`src/rtl/opport_pkg.sv`:
```
// Package: shared types for the set/clear output port.
// Assumes: exactly one command can be decoded per cycle.
package opport_pkg;

    // Decoded command kind for a single clock cycle.
    typedef enum logic [1:0] {
        CMD_NONE = 2'd0,
        CMD_SET  = 2'd1,
        CMD_CLR  = 2'd2
    } opcmd_t;

endpackage

```
`src/rtl/opport_cmd_dec.sv`:
```
// Module: opport_cmd_dec
// Turns a bus write into a set, clear or no-op command and passes the mask on.
// Assumes: SET_ADDR and CLR_ADDR differ, so the two commands never collide.
module opport_cmd_dec
    import opport_pkg::*;
#(
    parameter int                WIDTH    = 8,
    parameter int                ADDR_W   = 4,
    parameter logic [ADDR_W-1:0] SET_ADDR = 4'hE,
    parameter logic [ADDR_W-1:0] CLR_ADDR = 4'hF
) (
    input  logic              sel,
    input  logic              wr,
    input  logic [ADDR_W-1:0] addr,
    input  logic [WIDTH-1:0]  wdata,
    output opcmd_t            cmd,
    output logic [WIDTH-1:0]  mask
);

    logic strobe;

    // Qualify a bus write: select and write strobe must both be high.
    always_comb begin
        strobe = sel & wr;
    end

    // Match the address against the two command slots.
    always_comb begin
        cmd = CMD_NONE;
        if (strobe) begin
            if (addr == SET_ADDR) begin
                cmd = CMD_SET;
            end else if (addr == CLR_ADDR) begin
                cmd = CMD_CLR;
            end
        end
    end

    // Pass the data through as the bit mask.
    always_comb begin
        mask = wdata;
    end

endmodule

```
`src/rtl/opport_bitreg.sv`:
```
// Module: opport_bitreg
// Holds the port register and applies masked set/clear commands.
// Assumes: reset is synchronous and active low; the command is settled at the edge.
module opport_bitreg
    import opport_pkg::*;
#(
    parameter int WIDTH = 8
) (
    input  logic             clk,
    input  logic             rst_n,
    input  opcmd_t           cmd,
    input  logic [WIDTH-1:0] mask,
    output logic [WIDTH-1:0] q
);

    logic [WIDTH-1:0] q_next;

    // Work out the next register value from the command and mask.
    always_comb begin
        unique case (cmd)
            CMD_SET: q_next = q | mask;
            CMD_CLR: q_next = q & ~mask;
            default: q_next = q;
        endcase
    end

    // Update the register on the clock edge, or clear it during reset.
    always_ff @(posedge clk) begin
        if (!rst_n) begin
            q <= '0;
        end else begin
            q <= q_next;
        end
    end

endmodule

```
`src/rtl/opport_pad.sv`:
```
// Module: opport_pad
// Pin driver for one bit: inverted level, pull-low enable, release flag.
// Assumes: an external pull-up holds a released pin high.
module opport_pad (
    input  logic bit_q,
    output logic lvl,
    output logic oe,
    output logic rel
);

    // Pin is low while the bit is set, so it carries the inverse of the bit.
    always_comb begin
        lvl = ~bit_q;
        oe  = bit_q;
        rel = ~bit_q;
    end

endmodule

```
`src/rtl/opport_setclr.sv`:
```
// Module: opport_setclr (top)
// Output port driven only by address-triggered set and clear commands.
// Pins show the inverse of the register and can be used open-drain.
// Assumes: synchronous active-low reset; one command per cycle.
module opport_setclr
    import opport_pkg::*;
#(
    parameter int                WIDTH    = 8,
    parameter int                ADDR_W   = 4,
    parameter logic [ADDR_W-1:0] SET_ADDR = 4'hE,
    parameter logic [ADDR_W-1:0] CLR_ADDR = 4'hF
) (
    input  logic              clk,
    input  logic              rst_n,
    input  logic              sel,
    input  logic              wr,
    input  logic [ADDR_W-1:0] addr,
    input  logic [WIDTH-1:0]  wdata,
    output logic [WIDTH-1:0]  reg_q,
    output logic [WIDTH-1:0]  pad_lvl,
    output logic [WIDTH-1:0]  pad_oe,
    output logic [WIDTH-1:0]  pad_rel
);

    opcmd_t           cmd;
    logic [WIDTH-1:0] mask;
    logic [WIDTH-1:0] q;

    opport_cmd_dec #(
        .WIDTH   (WIDTH),
        .ADDR_W  (ADDR_W),
        .SET_ADDR(SET_ADDR),
        .CLR_ADDR(CLR_ADDR)
    ) u_dec (
        .sel  (sel),
        .wr   (wr),
        .addr (addr),
        .wdata(wdata),
        .cmd  (cmd),
        .mask (mask)
    );

    opport_bitreg #(
        .WIDTH(WIDTH)
    ) u_reg (
        .clk  (clk),
        .rst_n(rst_n),
        .cmd  (cmd),
        .mask (mask),
        .q    (q)
    );

    // One pin driver for each register bit.
    for (genvar i = 0; i < WIDTH; i++) begin : g_pin
        opport_pad u_pad (
            .bit_q(q[i]),
            .lvl  (pad_lvl[i]),
            .oe   (pad_oe[i]),
            .rel  (pad_rel[i])
        );
    end

    // Bring the register out on the read port.
    always_comb begin
        reg_q = q;
    end

endmodule

```
`config.mk`:
```
export PLATFORM = sky130hd
export DESIGN_NAME = opport_setclr
export DESIGN_NICKNAME = d
export VERILOG_FILES = /design/src/rtl/opport_pkg.sv /design/src/rtl/opport_cmd_dec.sv /design/src/rtl/opport_bitreg.sv /design/src/rtl/opport_pad.sv /design/src/rtl/opport_setclr.sv
export SDC_FILE = /design/constraint.sdc
export NUM_CORES = 1
export LEC_CHECK = 0
export BUFFER_PORTS_ARGS = -buffer_cell sky130_fd_sc_hd__buf_4
export CAP_MARGIN = 20
export CORE_AREA = 2 2 43 45
export CTS_CLUSTER_SIZE = 8
export DETAILED_ROUTE_END_ITERATION = 8
export DIE_AREA = 0 0 45 47
export GPL_TIMING_DRIVEN = 0
export PLACE_DENSITY = 0.79
export SLEW_MARGIN = 5
export SYNTH_ARGS = -nofsm -noshare
export SYNTH_HDL_FRONTEND = slang
export SYNTH_SLANG_ARGS = --single-unit
```
`constraint.sdc`:
```
create_clock -name clk -period 5.85 [get_ports clk]
set_input_delay 1.755 -clock clk [delete_from_list [all_inputs] [get_ports clk]]
set_output_delay 1.755 -clock clk [all_outputs]
set_load 0.03 [all_outputs]
```
### Word-level counts from Yosys, hierarchy flattened

Cells that the tools add are included.

| word-level totals | value |
|---|---|
| bits in latches | 0 |
| logic and storage cells | 22 |
| output and inout port bits | 32 |
| memories | 0 |
| memory bits (writable) | 0 |
| ROM bits | 0 |
| bits of input ports | 16 |
| register bits | 8 |

| cells by class | value |
|---|---|
| muxes and demuxes | 4 |
| order comparisons | 0 |
| divide/modulo/power cells | 0 |
| $add $sub $neg | 0 |
| shift-type cells | 0 |
| bitwise operators | 12 |
| reductions and logical operators | 1 |
| equal/unequal tests | 4 |
| $mul | 0 |

Operators by type and width:

| operator | number |
|---|---|
| one-hot mux 8 bit (2 select lines) | 1 |
| AND 8 bit | 1 |
| equality test 4 bit (second input constant) | 2 |
| inverter 1 bit | 8 |
| inverter 8 bit | 1 |
| OR 8 bit | 1 |
| two-way mux 2 bit | 3 |
| equality test 2 x 1 -> 1 bit (second input constant) | 1 |
| equality test 2 bit (second input constant) | 1 |
| nonzero test 2 bit | 1 |
| AND 1 bit | 1 |

### Longest topological paths before layout

Gate-level depths: netlist (run 1).

| logic depth | value |
|---|---|
| depth in word-level cells | 6 |
| gate-level depth with buffers | 6 |
| mapped depth without buffers | 5 |

### Cells and area by module

From an unflattened synthesis (run 1), not the netlist that was laid out.

| second synthesis, totals | value |
|---|---|
| cells, all modules | 73 |
| area, all modules | 609.3 sq um |

Modules (own cells, without submodules):

| module | instances | seq. area each (sq um) | cells an instance | area an instance (sq um) |
|---|---|---|---|---|
| opport_bitreg | 1 | 160.2 | 37 | 372.9 |
| opport_pad | 8 | 0.0 | 3 | 18.8 |
| opport_cmd_dec | 1 | 0.0 | 12 | 86.3 |

### Worst setup path after synthesis (run 1)

OpenSTA, ideal clock, no wires.

| path | value |
|---|---|
| path type | input -> register |
| start | input addr[2] |
| end | register (tool-made name) |
| setup slack | 2,810 ps |
| arrival | 2,919 ps |
| buffers on the path | 0 |
| cell stages on the path | 5 |
| data required time | 5,729 ps |
| library setup time | 121 ps |
| cells stage by stage | nand2_1 -> or4b_1 -> ha_1 -> nand2b_1 -> mux2i_1 |

RTL lines:

| what | line | RTL |
|---|---|---|
| from (decl) | opport_setclr.sv:17 | `input logic [ADDR_W-1:0] addr,` |

==> results of run 1 <==
cell type report:
| class | instances | area (µm²) | area share, % |
|---|---|---|---|
| timing repair buffer | 46 | 345 | 33.4 |
| buffer | 34 | 250 | 24.2 |
| multi-input combinational | 31 | 205 | 19.8 |
| sequential | 8 | 160 | 15.5 |
| inverter | 8 | 30.0 | 2.90 |
| clock buffer | 3 | 22.5 | 2.18 |
| tap | 17 | 21.3 | 2.06 |
worst max-delay path: stages:
cell and delay [ns]:
buf_4 0.08, nand2_1 0.05, or4b_1 0.50, ha_1 0.40, nor2b_1 0.18, mux2i_1 0.20
cells in the final DEF, fill, tap and decap left out, drive strengths merged:
cell type and n:
mux2i 8, clkbuf 4, nand2b 8, nor3 1
nand2 11, buf 79, nor2b 1, ha 1
dfxtp 8, or4b 1, inv 8
power breakdown:
part | internal [mW] | leakage [nW] | switching [mW] | total (mW)
Sequential | 0.0553 | 0.0646 | 0.000743 | 0.0561
Clock | 0.0234 | 0.0138 | 0.0180 | 0.0415
Combinational | 0.0154 | 0.493 | 0.0130 | 0.0284
per-layer routing:
metal	up-vias	GRT usage [%]	share of wire, %
li1	312	-	-
met1	244	13.2	34
met2	29	26.9	54
met3	2	3.08	11
met4	0	7.06	0.74
met5	-	0	0
worst min path at each step:
stage,start,to,slack (ns),cells past startpoint
2_1_floorplan,register,register,0.46,2
3_3_place_gp,register,register,0.48,2
3_5_place_dp,register,register,0.49,2
4_1_cts,register,register,0.49,2
5_1_grt,register,register,0.53,2
6_report,register,register,0.49,2
per-stage QoR:
step	total power, mW	instances	setup slack, ns	cell area, µm²
floorplan	0.0728	81	2.81	646
global placement	0.0852	144	2.63	1010
detailed placement	0.0860	144	2.60	1010
CTS	0.128	147	2.86	1030
global route	0.133	147	2.78	1030
finish	0.126	147	2.85	1030
cell families (layout without fill, tap and decap cells):
group	count (synthesis)	after routing	share of synthesized area, %
buf+inv	42	91	43.4
simple gates	22	22	17.4
mux	8	8	12.4
flops	8	8	24.8
fa+ha+maj	1	1	1.94
==> out/qor.yml, run 1 <==
run_status:
  outcome: "complete, no violations"
cts:
  post_cts_buffers: 0
  cts.sinks: 8
  cts_buffers: 3
  cts.clk_slew.worst_paths_ns: 0.06
  cts_tree: "built"
  hold_buffers: 0
  ctsResizeCount: 0
  cts_max_level: 1
  cts_root_buf: "clkbuf_4"
  clockBufferDepth: 2
  clk_latency_ns: 0.25
power:
  powerDensity_mw_per_mm2: 122
  p_leak_nw: 0.571
  vdd_drop_max_uv: 97.5
setup_path:
  startpoint_type: "primary input"
  crit_type: "in2reg"
  reg2reg_depth: 2
  crit_path_start: "addr[2]"
  critPathArrivalTime_ns: 3.17
  critical_path_required_ns: 6.02
  end_kind: "register"
  r2r_slack_ns: 5.20
  cp_max_fo: 8
sta:
  rsz0062_at_grt: "false"
  finalMaxSlewViolations: 0
  holdWs_ns: 0.487
  tightest_slew_ns: 0.208
  max_freq_mhz: 334
  fin_skew_ns: 0
  slew_headroom_pct: 86.1
  finalSetupTns_ns: 0
  setup_viol: 0
  timing_hold_violations_final: 0
  fin_crit_ns: 3.00
  post-route-period-util_pct: 51.2
yosys:
  synth_top_cell_area_share_pct: 37.2
  yosysWarningCount: 0
  synthCells: 81
  synthFlopType: "dfxtp_1"
  yosysTopAreaCell: "buf_4"
  syn_area_um2: 646
  yosysMostFrequentCell: "buf_4"
  ys_async_sr_fraction_pct: 0
  syn_avg_cell_area_um2: 7.97
  synth_commonest_cells: "32 x buf_4, 11 x nand2_1"
  synth_seq_cells: 8
  synth_area_leaders: "buf_4 37%, dfxtp_1 25%, mux2i_1 12%"
  synth-edff-count: 0
  synth_seq_area_share_pct: 24.8
  synthesis.nets: 98
  synth_cell_type_count: 12
detailed_routing:
  first_iter_violations: 3
  drt_wl_total_mm: 1.36
  wire_per_inst_um: 9.24
  final_antenna_net_count: 0
  dr.pass1.iters: 3
  vias: 587
  post-route-drc-count: 0
  vias_per_cell: 3.99
global_route:
  grt_usage_pct: 13.7
  antenna_found_initial: 0
  grt_max_degree: 10
  grt_pass1_wl_mm: 2.08
  overflow: 0
  grt_pass1_vias: 537
floorplanning:
  io_pins: 48
  coreArea_mm2: 0.00165
  rows: 15
  start_util_pct: 39.1
  die-area_mm2: 0.00212
  die_w_um: 45
  fp.dieH_um: 47
cells_and_area:
  area_growth_pct: 60.3
  fin_util_pct: 62.7
  drive_above_1_share_pct: 63.8
  fillCellCount: 141
  antennaDiodeCount: 0
  layout.nets: 149
placed_design:
  portBuffers: 46
  dp_hpwl_mm: 1.16
  place.gp.congestion: 0.662
run:
  maxCapViolCount: 0
hold_path:
  hold_class: "reg2reg"
Note: power is estimated with default switching activity, not from simulation.
==> run 2: changes to the inputs <==
--- a/config.mk
+++ b/config.mk
@@ -5,14 +5,15 @@
 export SDC_FILE = /design/constraint.sdc
 export NUM_CORES = 1
 export LEC_CHECK = 0
+export ABC_AREA = 1
 export BUFFER_PORTS_ARGS = -buffer_cell sky130_fd_sc_hd__buf_4
 export CAP_MARGIN = 20
-export CORE_AREA = 2 2 43 45
+export CORE_AREA = 2 2 46 48
 export CTS_CLUSTER_SIZE = 8
 export DETAILED_ROUTE_END_ITERATION = 8
-export DIE_AREA = 0 0 45 47
+export DIE_AREA = 0 0 48 50
 export GPL_TIMING_DRIVEN = 0
-export PLACE_DENSITY = 0.79
+export PLACE_DENSITY = 0.72
 export SLEW_MARGIN = 5
 export SYNTH_ARGS = -nofsm -noshare
 export SYNTH_HDL_FRONTEND = slang
==> constraint.sdc (replaced) <==
create_clock -name clk -period 2.5 [get_ports clk]
set_input_delay 0.75 -clock clk [delete_from_list [all_inputs] [get_ports clk]]
set_output_delay 0.75 -clock clk [all_outputs]
set_load 0.03 [all_outputs]
==> out/qor.yml, run 2 <==
placed_design:
  place.gp.congestion: 0.622
  portBuffers: 46
  placed_cells: 164
  dp_hpwl_mm: 1.21
setup_path:
  path_buf_inv: 3
  startpoint_type: "register"
  critPathArrivalTime_ns: 0.98
  cp_max_fo: 4
  slowest_delay_ns: 0.38
  path_cells: "inv_1 -> buf_4 -> buf_4"
  crit_type: "reg2out"
  cpMaxStageDelayCell: "dfxtp_1"
  crit_family: "flip-flops"
  critical_path_required_ns: 1.75
  cp_common_cell: "buf_4"
  end_kind: "primary output"
power:
  internal-power_mw: 0.221
  power.total_mw: 0.299
  swShare_pct: 26.2
  powerDensity_mw_per_mm2: 285
  p_clk_share_pct: 33.0
  vdd_drop_max_uv: 161
  p_leak_nw: 0.545
  p_comb_share_pct: 23.0
  switchingPower_mw: 0.0782
  pwr-share-seq_pct: 43.9
cells_and_area:
  drive_above_1_share_pct: 62.1
  layout.cells.non_filler: 167
  fillCellCount: 195
  area_growth_pct: 62.2
  layout.nets: 159
  layout_commonest_cell: "buf_4"
  fin_util_pct: 55.1
  mostFrequentLayoutCells: "78 x buf_4, 10 x nor2_1, 9 x nand2_1"
  antennaDiodeCount: 0
yosys:
  syn_area_um2: 646
  yosysWarningCount: 0
  synth_seq_area_share_pct: 24.8
  synth_seq_cells: 8
  synthesis.nets: 108
  synth_commonest_cells: "32 x buf_4, 10 x nor2_1, 9 x nand2_1"
  yosysTopAreaCell: "buf_4"
  yosysMostFrequentCell: "buf_4"
  synthCells: 91
  synthFlopType: "dfxtp_1"
  synth_area_leaders: "buf_4 37%, dfxtp_1 25%, a21oi_1 6.2%"
  synth-edff-count: 0
  synth_cell_type_count: 14
  synth_top_cell_area_share_pct: 37.2
  syn_avg_cell_area_um2: 7.09
  ys_async_sr_fraction_pct: 0
global_route:
  met2_usage_pct: 22.7
  overflow: 0
  grt_max_degree: 11
  grt_pass1_vias: 586
  grt_usage_pct: 13.0
  busiest_layer: "met2"
  grtUsageMet3_pct: 3.66
  grt_use_met1_pct: 13.1
  grt_pass1_wl_mm: 2.25
  antenna_found_initial: 0
sta:
  rsz0062_at_grt: "false"
  post-route-period-util_pct: 69.3
  max_freq_mhz: 577
  fin_crit_ns: 1.73
  slew_headroom_pct: 89.1
  finalMaxSlewViolations: 0
  setup_viol: 0
  fin_skew_ns: 0
  tightest_slew_ns: 0.163
  timing_hold_violations_final: 0
  finalSetupTns_ns: 0
floorplanning:
  die-area_mm2: 0.00240
  start_util_pct: 33.9
  coreArea_mm2: 0.00190
  rows: 16
  io_pins: 48
  fp.dieH_um: 50
  die_w_um: 48
cts:
  cts.clk_slew.worst_paths_ns: 0.05
  cts_tree: "built"
  cts.sinks: 8
  clockBufferDepth: 2
  clk_latency_ns: 0.25
  hold_buffers: 0
  cts_root_buf: "clkbuf_4"
  cts_buffers: 3
  cts_max_level: 1
  ctsResizeCount: 0
  post_cts_buffers: 0
detailed_routing:
  drt_wl_total_mm: 1.42
  final_antenna_net_count: 0
  vias_per_cell: 3.95
  wire_per_inst_um: 8.49
  dr.pass1.iters: 4
  first_iter_violations: 8
  vias: 660
  post-route-drc-count: 0
run:
  maxCapViolCount: 0
run_status:
  outcome: "complete, no violations"
hold_path:
  hold_class: "reg2reg"
run 2: cell count changes after synthesis, sizes merged:
cell / delta
nor2: +10
inv: +1
nor3: -1
nand2: -2
nand3: +10
buf: +1
mux2i: -8
a21oi: +8
or4b: -1
nor2b: -1
nand2b: -7
run 2: layer usage:
metal	wire [µm]	up-vias
li1	-	349
met3	140	2
met4	16	0
met2	739	30
met1	522	279
met5	0	-
run 2: per-stage QoR:
| step | hold WS [ns] | area [µm²] | worst slack, ns |
|---|---|---|---|
| 3_3_place_gp | 0.509 | 1020 | 0.603 |
| 2_1_floorplan | 0.497 | 646 | 0.769 |
| 4_1_cts | 0.540 | 1050 | 0.749 |
| 5_1_grt | 0.569 | 1050 | 0.695 |
| 3_5_place_dp | 0.532 | 1020 | 0.591 |
| 6_report | 0.534 | 1050 | 0.768 |
run 2: final timing paths:
path	start	endpoint	slack [ns]	depth (start not counted)
max	register	pad_lvl[2]	0.77	3
min	register	register	0.53	2
max reg2reg	register	register	1.88	2
min reg2reg	register	register	0.53	2
run 2: cell type report:
type / count / area [µm²] / area share (%)
timing repair buffer: 46 / 345 / 33.0
buffer: 35 / 262 / 25.0
multi-input combinational: 39 / 190 / 18.2
sequential: 8 / 160 / 15.3
inverter: 9 / 33.8 / 3.23
tap: 27 / 33.8 / 3.23
clock buffer: 3 / 22.5 / 2.15
run 2: worst reg2reg max path: cells and delay by family (launching register included):
family          cells  cell delay, ns
compound gates      1            0.12
flops               1            0.33
simple gates        1            0.06
run 2: logic make-up after synthesis:
group                    share of synthesized area [%]
AO/OA/AOI/OAI                                     6.20
AND/OR/NAND/NOR                                   21.3
flip-flops                                        24.8
adder cells (fa/ha/maj)                           1.94
buffers and inverters                             45.7
run 2: power groups by stage:
| stage | Combinational [mW] | Clock [mW] | Sequential, mW |
|---|---|---|---|
| after floorplan | 0.0374 | 0 | 0.134 |
| after global placement | 0.0680 | 0 | 0.134 |
| after detailed placement | 0.0694 | 0 | 0.134 |
| after CTS | 0.0695 | 0.102 | 0.131 |
| after global routing | 0.0743 | 0.110 | 0.131 |
| final | 0.0689 | 0.0986 | 0.131 |
